===== config.mk =====
export PLATFORM = sky130hd
export DESIGN_NAME = pld_mc_array
export DESIGN_NICKNAME = d
export VERILOG_FILES = /design/src/rtl/pld_mc_pkg.sv /design/src/rtl/pld_sum.sv /design/src/rtl/pld_cell.sv /design/src/rtl/pld_mc_array.sv
export SDC_FILE = /design/constraint.sdc
export NUM_CORES = 1
export LEC_CHECK = 0
export BUFFER_PORTS_ARGS = -buffer_cell sky130_fd_sc_hd__buf_4
export CELL_PAD_IN_SITES_DETAIL_PLACEMENT = 0
export CELL_PAD_IN_SITES_GLOBAL_PLACEMENT = 1
export CORE_MARGIN = 1
export CORE_UTILIZATION = 24
export DETAILED_ROUTE_END_ITERATION = 10
export HOLD_SLACK_MARGIN = 0.15
export PLACE_DENSITY = 0.77
export RECOVER_POWER = 50
export SLEW_MARGIN = 15
export SYNTH_ARGS = -nofsm -noshare
export SYNTH_HDL_FRONTEND = slang
export SYNTH_HIERARCHICAL = 1
export SYNTH_SLANG_ARGS = --single-unit

===== constraint.sdc =====
create_clock -name clk -period 1.9 [get_ports clk]
set_clock_uncertainty 0.05 [all_clocks]
set_input_delay 0.285 -clock clk [delete_from_list [all_inputs] [get_ports clk]]
set_output_delay 0.285 -clock clk [all_outputs]
set_load 0.005 [all_outputs]

===== src/rtl/pld_mc_pkg.sv =====
package pld_mc_pkg;
  typedef enum logic [1:0] {
    MODE_SIMPLE  = 2'b00,
    MODE_COMPLEX = 2'b01,
    MODE_REGD    = 2'b10,
    MODE_RSVD    = 2'b11
  } pld_mode_e;
endpackage


===== src/rtl/pld_sum.sv =====
module pld_sum #(
  parameter int NPT = 8
) (
  input  logic [NPT-1:0] pt,
  output logic           sum_all,
  output logic           sum_tail
);
  // term 0 doubles as the enable term; the tail sum leaves it out
  always_comb begin
    sum_tail = 1'b0;
    for (int k = 1; k < NPT; k++) sum_tail = sum_tail | pt[k];
    sum_all = sum_tail | pt[0];
  end
endmodule


===== src/rtl/pld_cell.sv =====
module pld_cell
  import pld_mc_pkg::*;
#(
  parameter int NPT    = 8,
  parameter bit OUTER  = 1'b0,
  parameter bit CENTRE = 1'b0
) (
  input  logic           clk,
  input  logic           rst,
  input  pld_mode_e      mode,
  input  logic           reg_sel,
  input  logic           in_sel,
  input  logic           pol,
  input  logic           glb_oe,
  input  logic [NPT-1:0] pt,
  input  logic           pin_in,
  output logic           pin_out,
  output logic           pin_oe,
  output logic           fb
);
  logic sum_all, sum_tail, q, drv;

  pld_sum #(.NPT(NPT)) u_sum (
    .pt      (pt),
    .sum_all (sum_all),
    .sum_tail(sum_tail)
  );

  always_ff @(posedge clk) begin
    if (rst) q <= 1'b0;
    else     q <= sum_all ^ pol;
  end

  always_comb begin
    pin_oe = 1'b0;
    drv    = 1'b0;
    fb     = pin_in;
    case (mode)
      MODE_REGD: begin
        if (in_sel) begin
          pin_oe = 1'b0;
        end else if (reg_sel) begin
          pin_oe = glb_oe;
          drv    = ~q;
          fb     = q;
        end else begin
          pin_oe = pt[0];
          drv    = sum_tail ^ pol;
        end
      end
      MODE_COMPLEX: begin
        pin_oe = pt[0];
        drv    = sum_tail ^ pol;
        if (OUTER) fb = 1'b0;
      end
      default: begin
        if (CENTRE) begin
          pin_oe = 1'b1;
          drv    = sum_all ^ pol;
          fb     = 1'b0;
        end else if (!in_sel) begin
          pin_oe = 1'b1;
          drv    = sum_all ^ pol;
        end
      end
    endcase
    pin_out = pin_oe & drv;
  end

  // first cycle after reset an enabled registered pin reads high
  p_release_high_r8: assert property (@(posedge clk) disable iff (rst)
    ($past(rst) && mode == MODE_REGD && reg_sel && !in_sel && glb_oe) |-> pin_out);

  // registered pin shows the inverted sum captured one edge earlier
  p_reg_track_r3: assert property (@(posedge clk) disable iff (rst)
    (!$past(rst) && mode == MODE_REGD && reg_sel && !in_sel && glb_oe)
      |-> (pin_out == !($past(sum_all) ^ $past(pol))));

  // an input cell in registered mode never drives
  p_input_off_r5: assert property (@(posedge clk) disable iff (rst)
    (mode == MODE_REGD && in_sel) |-> !pin_oe);

  // nothing on the data line of a disabled pin
  p_quiet_r9: assert property (@(posedge clk) disable iff (rst)
    !pin_oe |-> !pin_out);

  generate
    if (OUTER) begin : g_outer
      // outermost cells have no feedback in complex mode
      p_outer_nofb_r6: assert property (@(posedge clk) disable iff (rst)
        (mode == MODE_COMPLEX) |-> !fb);
    end
    if (CENTRE) begin : g_centre
      // centre cells stay driven outputs in simple mode
      p_centre_on_r7: assert property (@(posedge clk) disable iff (rst)
        (mode == MODE_SIMPLE || mode == MODE_RSVD) |-> (pin_oe && !fb));
    end
  endgenerate
endmodule


===== src/rtl/pld_mc_array.sv =====
module pld_mc_array
  import pld_mc_pkg::*;
#(
  parameter int N_CELLS = 8,
  parameter int N_PT    = 8
) (
  input  logic                    clk,
  input  logic                    rst,
  input  logic                    oe_pin_n,
  input  logic [1:0]              mode,
  input  logic [N_CELLS-1:0]      cfg_reg,
  input  logic [N_CELLS-1:0]      cfg_input,
  input  logic [N_CELLS-1:0]      cfg_pol,
  input  logic [N_CELLS*N_PT-1:0] pterm,
  input  logic [N_CELLS-1:0]      pin_in,
  output logic [N_CELLS-1:0]      pin_out,
  output logic [N_CELLS-1:0]      pin_oe,
  output logic [N_CELLS-1:0]      fb
);
  localparam int CENTRE_LO = N_CELLS / 2 - 1;
  localparam int CENTRE_HI = N_CELLS / 2;

  pld_mode_e mode_e;
  logic      glb_oe;

  assign mode_e = pld_mode_e'(mode);
  assign glb_oe = ~oe_pin_n;

  generate
    for (genvar g = 0; g < N_CELLS; g++) begin : g_cell
      pld_cell #(
        .NPT   (N_PT),
        .OUTER (g == 0 || g == N_CELLS - 1),
        .CENTRE(g == CENTRE_LO || g == CENTRE_HI)
      ) u_cell (
        .clk    (clk),
        .rst    (rst),
        .mode   (mode_e),
        .reg_sel(cfg_reg[g]),
        .in_sel (cfg_input[g]),
        .pol    (cfg_pol[g]),
        .glb_oe (glb_oe),
        .pt     (pterm[g*N_PT +: N_PT]),
        .pin_in (pin_in[g]),
        .pin_out(pin_out[g]),
        .pin_oe (pin_oe[g]),
        .fb     (fb[g])
      );
    end
  endgenerate

  // shared enable pin gates every registered, non-input cell
  p_shared_oe_r3: assert property (@(posedge clk) disable iff (rst)
    (mode == 2'b10) |-> ((pin_oe & cfg_reg & ~cfg_input) == ({N_CELLS{!oe_pin_n}} & cfg_reg & ~cfg_input)));
endmodule


==> results of run 1 <==
power by group through the flow:
stage | sequential [W] | combinational, W | clock [W]
finish | 0.000182 | 0.000567 | 0.000217
global route | 0.000183 | 0.000618 | 0.000242
CTS | 0.000182 | 0.000563 | 0.000234
detailed placement | 0.000186 | 0.000536 | 0
global placement | 0.000185 | 0.000530 | 0
floorplan | 0.000184 | 0.000207 | 0
repair_timing:
item	4_1_cts	5_1_grt
resized for setup	32	11
setup endpoints to repair	8	8
endpoints found under the hold margin	0	0
pin swaps	2	3
Yosys cell counts:
cell type	instances
nor3b_1	4
a21boi_0	2
a211oi_1	4
or3b_2	2
a21oi_1	12
o21ai_0	6
nor4_1	8
o22ai_1	2
inv_1	25
nand2b_1	8
and2b_1	2
mux2_2	4
or2b_1	2
or4_1	16
xnor2_1	8
mux2_1	4
o41ai_2	2
nand2_1	12
nor2b_1	6
o21a_1	4
xor2_1	8
nand3_1	4
a22oi_1	2
mux2i_1	2
o211ai_1	2
ha_1	16
nor2_1	10
mux2_4	4
a221oi_2	4
a221o_1	2
a22oi_2	2
dfxtp_1	8
a31oi_1	4
stage by stage:
step | setup TNS [ns] | power (W) | instances
floorplan | -0.861 | 0.000391 | 201
global placement | -3.19 | 0.000715 | 414
detailed placement | -3.36 | 0.000722 | 414
CTS | -2.98 | 0.000979 | 417
global route | -3.72 | 0.00104 | 417
finish | -2.95 | 0.000967 | 417
final cells by class:
type	instances	area share (%)
Multi-Input combinational cell	168	49.0
Timing Repair Buffer	136	37.4
Sequential cell	8	5.57
Tap cell	77	3.35
Inverter	25	3.26
Clock buffer	3	1.43
cells by family after synthesis:
kind of cell | synth area share, %
adders and majority gates | 12.7
buffers and inverters | 5.97
xor gates and xnor gates | 8.91
and+or+nand+nor | 27.8
AOI/OAI and AO/OA | 23.5
DFF | 10.2
muxes | 10.8
how the worst max path moves through the flow:
stage / end / startpoint / depth (start not counted)
finish: pin_out[7] / pterm[61] / 7
global route: pin_out[0] / pterm[5] / 7
CTS: pin_out[7] / pterm[61] / 7
detailed placement: pin_out[7] / pterm[61] / 7
global placement: pin_out[0] / pterm[5] / 7
floorplan: pin_out[0] / pterm[5] / 5
routing by layer:
layer | track usage [%] | routed length, um | vias to the layer above
li1 | - | - | 1020
met1 | 16.1 | 2190 | 908
met2 | 27.1 | 2680 | 83
met3 | 3.98 | 350 | 6
met4 | 2.51 | 45 | 0
met5 | 0 | 0 | -
==> metrics.txt, run 1 <==
Finished Cell Area 2880 um2; Critical Path, Cell by Cell buf_6, or4_4, or4_4, xor2_2, nor2_1, o41ai_2, buf_4; DRT Wirelength 5270 um; setup ws final -0.451 ns; I/O Pins 125; top fanout value on the critical path 2; final core occ 45.3%; WP data arrival 2.02 ns; PD cells 336 nW/um2; Max Fclk 425 MHz; total grt overflow 0; Largest register FFs 8; synth unique cells 33; Final min period 2.35 ns; Synth Area per Inst 7.82 um2; Initial DRC Count 41; Initial Utilization 24.8%; failing checks negative setup slack; Critical Setup Path Class in2out; H-Tree Depth 1; period utilization 124%; Core ar. 6350 um2; Placer Congestion 0.799; Seq/Total Area, Yosys 10.2%; Clock Sinks 8; die height 83.0 um; DRC 0; total global routing track utilization 14.4%; peak supply drop 0.000185 V; Hold Crit Class in2reg; Hold WS 0.253 ns; Post-DP HPWL 4030 um; number of global-route vias before repair 1982; CTS tree built; nets 459; Mapped Cells 201; syn_nets 318; Area after DPL 2690 um2; IO Port Bufs 124; Avg WL per Cell 12.6 um; RSZ-0062 raised after global routing true; top cell type's share of synthesized area 12.7%; Hold Path Stages 2; Largest Register g_cell.u_cell/q; Hold EP g_cell[0].u_cell/q; postcts setup bufs 0; Num CTS Buffers 3; final hold viol count 0; CTS root buf clkbuf_8; post-synthesis register bit count 8; most frequent cells in the layout buf_4, inv_1, ha_1, buf_6; antenna diode count 0; WP data required 1.56 ns; synthesized cell area 1570 um2; Rows 29; hold_buf cts 0; largest net degree at the start of global routing 17; part of the power in registers 18.9%; Via density 4.84; first-pass GRT wire length 8390 um; Switching Share 32.0%; Setup crit start kind input port; footprint of the multi-input gates 1410 um2; P&R area growth vs syn 83.0%; Least-Margin Pin Slew 0.334 ns; headroom to the max-slew limit 77.7%; Top Registers g_cell.u_cell/q: 8 flops; Final setup viols 8; clock share of power 22.5%; most common cell after layout, fill and taps aside buf_4; Lkg Pwr 1.36 nW; Place WS -0.496 ns; delay-heaviest family, CP simple AND/OR/NAND/NOR gates; CP most frequent cell or4_4; logic gate share of total power 58.6%; Worst Setup End Kind primary output; status finished, violations left; Die Wd 83.0 um; Slowest-stage cell, CP or4_4; via total after detailed routing 2017; Post-DRT Antenna Nets 0; CP peak stage delay 0.52 ns; Critical path buffers and inverters 2; initial antenna violation count 0; TritonRoute pass-1 iters 4; Sequential Area 160 um2; Filler Cell Count 655; layout cells sized above 1 51.5%; Internal 0.000657 W; maxcap violations 0; largest cells by area after synthesis ha_1, dfxtp_1, or4_1; Pins Over Slew Limit 0; Worst-path clk slew 0.05 ns; NetSw 0.000309 W; hold_sp rst; yosys warns 6; die area 6880 um2; area leader, netlist ha_1; CTS max path bufs 2
(Power assumes the default switching activity.)
==> inputs of run 2 (changes only) <==
Settings changed: REMOVE_ABC_BUFFERS set to 1.
==> run 2 against run 1 <==
Effect of this change: the run still ends with negative setup slack left; sequential cell count is the same; cell area increased by 0.70%; routed wire length is 3.0% lower; worst setup slack better by 0.020 ns; global-route usage about the same.
==> metrics.txt, run 2 (synthesis results as in run 1) <==
M2 GR Usage 26.2%; IO Port Bufs 124; Worst Setup End Kind primary output; Setup crit start kind input port; via total after detailed routing 2006; Critical Path, Cell by Cell buf_6, or4_4, or4_4, xor2_2, nor2_1, o41ai_2, buf_4; Max Fclk 429 MHz; Hold Path Stages 2; Final setup viols 8; failing checks negative setup slack; CTS max path bufs 2; largest net degree at the start of global routing 17; Post-DRT Antenna Nets 0; WP data arrival 2.00 ns; Initial DRC Count 31; Final min period 2.33 ns; Via density 4.81; Least-Margin Pin Slew 0.374 ns; most frequent cells in the layout buf_4, inv_1, ha_1, buf_6, or4_4; Top Registers g_cell.u_cell/q: 8 flops; initial antenna violation count 0; maxcap violations 0; Rows 29; Placer Congestion 0.800; Critical path buffers and inverters 2; peak supply drop 0.000187 V; TritonRoute pass-1 iters 4; Slowest-stage cell, CP or4_4; Avg WL per Cell 12.3 um; top fanout value on the critical path 2; Hold EP g_cell[0].u_cell/q; CTS tree built; PD cells 336 nW/um2; status finished, violations left; die area 6880 um2; WP data required 1.56 ns; total grt overflow 0; hold_sp rst; Num CTS Buffers 3; M3 GR Usage 3.78%; nets 459; DRC 0; antenna diode count 0; CP most frequent cell or4_4; grt met1 use 17.2%; Lkg Pwr 1.37 nW; busiest layer in global routing met2; Largest register FFs 8; CP peak stage delay 0.51 ns; headroom to the max-slew limit 75.0%; layout cells sized above 1 52.9%; Hold Crit Class in2reg; first-pass GRT wire length 8440 um; Largest Register g_cell.u_cell/q; Worst-path clk slew 0.05 ns; Pins Over Slew Limit 0; Post-DP HPWL 4060 um; H-Tree Depth 1; RSZ-0062 raised after global routing true; most common cell after layout, fill and taps aside buf_4; Hold WS 0.247 ns; I/O Pins 125; setup ws final -0.431 ns; final hold viol count 0; Filler Cell Count 653; Die Wd 83.0 um; Core ar. 6350 um2; total global routing track utilization 14.3%; period utilization 123%; Critical Setup Path Class in2out; final core occ 45.6%; CTS root buf clkbuf_8; die height 83.0 um; number of global-route vias before repair 1974; Initial Utilization 24.8%; Clock Sinks 8; delay-heaviest family, CP simple AND/OR/NAND/NOR gates; DRT Wirelength 5110 um; P&R area growth vs syn 84.2%
==> run 2: cell types whose count changed in the layout (fill, tap and decap cells not counted) <==
cell | before | now
or4_4 | 10 | 15
a22oi_1 | 3 | 2
or4_1 | 6 | 1
xor2_1 | 3 | 4
xor2_2 | 5 | 4
buf_4 | 117 | 120
a22oi_2 | 1 | 2
buf_6 | 15 | 16
clkbuf_4 | 4 | 0
==> run 2: timing repair <==
item / in CTS / in global routing
pin swaps: 2 / 5
buffers inserted: 0 / 0
endpoints found under the setup margin: 8 / 8
hold buffers: 0 / 0
resized for setup: 29 / 15
==> run 2: layout make-up <==
type	count	area, um2	share of cell area, %
clock buffers	3	41.3	1.42
inverters	25	93.8	3.24
multi-input cells	168	1430	49.2
flip-flops and latches	8	160	5.53
well taps	77	96.3	3.32
repair buffers	136	1080	37.3
==> run 2: worst max path at each step <==
stage,from,to,slack [ns],cells past startpoint
finish,pterm[61],pin_out[7],-0.43,7
CTS,pterm[61],pin_out[7],-0.46,7
detailed placement,pterm[61],pin_out[7],-0.48,7
global route,pterm[5],pin_out[0],-0.51,7
global placement,pterm[5],pin_out[0],-0.46,7
floorplan,pterm[5],pin_out[0],-0.17,5
==> run 2: metrics by stage <==
stage	setup WS (ns)	area, um2	total power, W	setup TNS (ns)	cells
after global placement	-0.460	2690	0.000715	-3.20	414
after detailed placement	-0.481	2690	0.000722	-3.36	414
final	-0.431	2900	0.000973	-2.86	417
after CTS	-0.462	2840	0.000975	-3.07	417
after global routing	-0.506	2900	0.00105	-3.43	417
after floorplan	-0.172	1570	0.000391	-0.861	201
==> run 2: where the power goes <==
part           total, W  switching (W)  internal, W
registers      0.000182     0.00000453     0.000178
clock network  0.000220      0.0000815     0.000139
logic          0.000571       0.000226     0.000345
total          0.000973       0.000312     0.000661
==> run 2: routing by layer <==
| layer | share of wire, % | wire (um) | vias to the layer above |
|---|---|---|---|
| met4 | 0.23 | 12 | 0 |
| met3 | 5.7 | 289 | 2 |
| met5 | 0 | 0 | - |
| met2 | 50 | 2570 | 73 |
| li1 | - | - | 1025 |
| met1 | 44 | 2230 | 906 |
==> inputs of run 3 (changes only) <==
Settings changed: HOLD_SLACK_MARGIN 0.15 to unset, SETUP_SLACK_MARGIN set to 0.15, SKIP_LAST_GASP set to 1.
==> run 3 against run 2 <==
Effect of this change: critical path depth unchanged; via count decreased by 0.45%; sequential share of layout area increased by 0.077 points; final cell count increased by 0.96%; the run still ends with negative setup slack left; sequential cell count unchanged; clock power about the same; sequential power about the same; die area unchanged; critical path type unchanged; worst setup slack got worse by 0.031 ns.
==> metrics.txt, run 3 (synthesis results as in run 1) <==
TritonRoute pass-1 iters 4; peak supply drop 0.000187 V; final core occ 45.0%; Hold Path Stages 2; largest net degree at the start of global routing 17; Hold Crit Class in2reg; total grt overflow 0; Initial Utilization 24.8%; Lkg Pwr 1.35 nW; Critical path buffers and inverters 2; Initial DRC Count 32; CP most frequent cell buf_4; Clock Sinks 8; Post-DP HPWL 4060 um; Final setup viols 8; Rows 29; nets 463; Die Wd 83.0 um; antenna diode count 0; final hold viol count 0; highest metal used met3; RSZ-0062 raised after global routing true; I/O Pins 125; critical path depth in cells 7; Final min period 2.36 ns; most common cell after layout, fill and taps aside buf_4; CTS root buf clkbuf_8; Placer Congestion 0.800; NetSw 0.000309 W; CP endpoint pin_out[7]; Critical Path, Cell by Cell buf_4, or4_1, or4_4, xor2_2, nor2_1, o41ai_2, buf_4; Largest register FFs 8; Filler Cell Count 659; CTS tree built; Switching Share 32.1%; Critical Setup Path Class in2out; Largest Register g_cell.u_cell/q; CP startpoint pterm[61]; initial antenna violation count 0; period utilization 124%; delay-heaviest family, CP simple AND/OR/NAND/NOR gates; Max Fclk 423 MHz; met3 wire len 300 um; Hold WS 0.248 ns; die area 6880 um2; routed length on met1 2260 um; Top Registers g_cell.u_cell/q: 8 flops; Internal 0.000653 W; headroom to the max-slew limit 75.1%; DRC 0; Total Power 0.000963 W; top fanout value on the critical path 2; Core ar. 6350 um2; Pins Over Slew Limit 0; met2 WL post-DR 2490 um; hold_buf cts 0; Slowest-stage cell, CP or4_1; WP data required 1.56 ns; part of the power in registers 18.9%; setup ws final -0.462 ns; logic gate share of total power 58.3%; Avg WL per Cell 12.0 um; layout cells sized above 1 52.3%; maxcap violations 0; first-pass GRT wire length 8370 um; CP peak stage delay 0.53 ns; WP data arrival 2.03 ns; CTS max path bufs 2; Via density 4.74; die height 83.0 um; clock share of power 22.8%; Post-DRT Antenna Nets 0; most frequent cells in the layout buf_4, inv_1, ha_1, a21oi_1, nand2_1; total global routing track utilization 14.2%; number of global-route vias before repair 1966; H-Tree Depth 1; failing checks negative setup slack; P&R area growth vs syn 81.7%; Worst Setup End Kind primary output; Num CTS Buffers 3; Setup crit start kind input port; DRT Wirelength 5050 um; status finished, violations left; Place WS -0.481 ns; PD cells 337 nW/um2; IO Port Bufs 124; Worst-path clk slew 0.05 ns; via total after detailed routing 1997; Least-Margin Pin Slew 0.373 ns
-- run 3: cell count changes in the layout (fill, tap and decap cells not counted), sizes merged --
cell      change
clkbuf        +5
buf           -1
clkinvlp      +1
inv           -1
-- run 3: final cells by class --
type | instances | area [um2] | area share (%)
Tap cell | 77 | 96.3 | 3.37
Clock buffer | 3 | 41.3 | 1.44
Timing Repair Buffer | 140 | 1060 | 37.0
Sequential cell | 8 | 160 | 5.60
Inverter | 25 | 97.6 | 3.42
Multi-Input combinational cell | 168 | 1410 | 49.2
-- run 3: worst min-delay path by stage --
stage / from / endpoint / slack [ns]
4_1_cts: rst / g_cell[0].u_cell/q / 0.25
2_1_floorplan: rst / g_cell[0].u_cell/q / 0.31
5_1_grt: rst / g_cell[1].u_cell/q / 0.26
6_report: rst / g_cell[0].u_cell/q / 0.25
3_5_place_dp: rst / g_cell[1].u_cell/q / 0.50
3_3_place_gp: rst / g_cell[6].u_cell/q / 0.50
-- run 3: what timing repair did --
item	in CTS	in global routing
gates resized for setup	10	22
endpoints found under the setup margin	13	17
pin swaps	2	11
buffers inserted	0	4
-- run 3: stage by stage --
stage | instances | setup TNS (ns) | cell area, um2
floorplan | 201 | -0.861 | 1570
global route | 421 | -4.65 | 2860
CTS | 417 | -3.39 | 2760
global placement | 414 | -3.20 | 2690
finish | 421 | -3.25 | 2860
detailed placement | 414 | -3.36 | 2690
-- run 3: layer usage --
layer,up-vias,track usage (%)
met5,-,0
met4,0,1.72
met3,0,3.78
met2,73,25.7
met1,895,17.1
li1,1029,-
-- run 3: power by group through the flow --
stage	sequential, W	combinational, W	clock, W
finish	0.000182	0.000561	0.000220
detailed placement	0.000186	0.000536	0
CTS	0.000182	0.000546	0.000234
floorplan	0.000184	0.000207	0
global route	0.000183	0.000616	0.000245
global placement	0.000185	0.000530	0
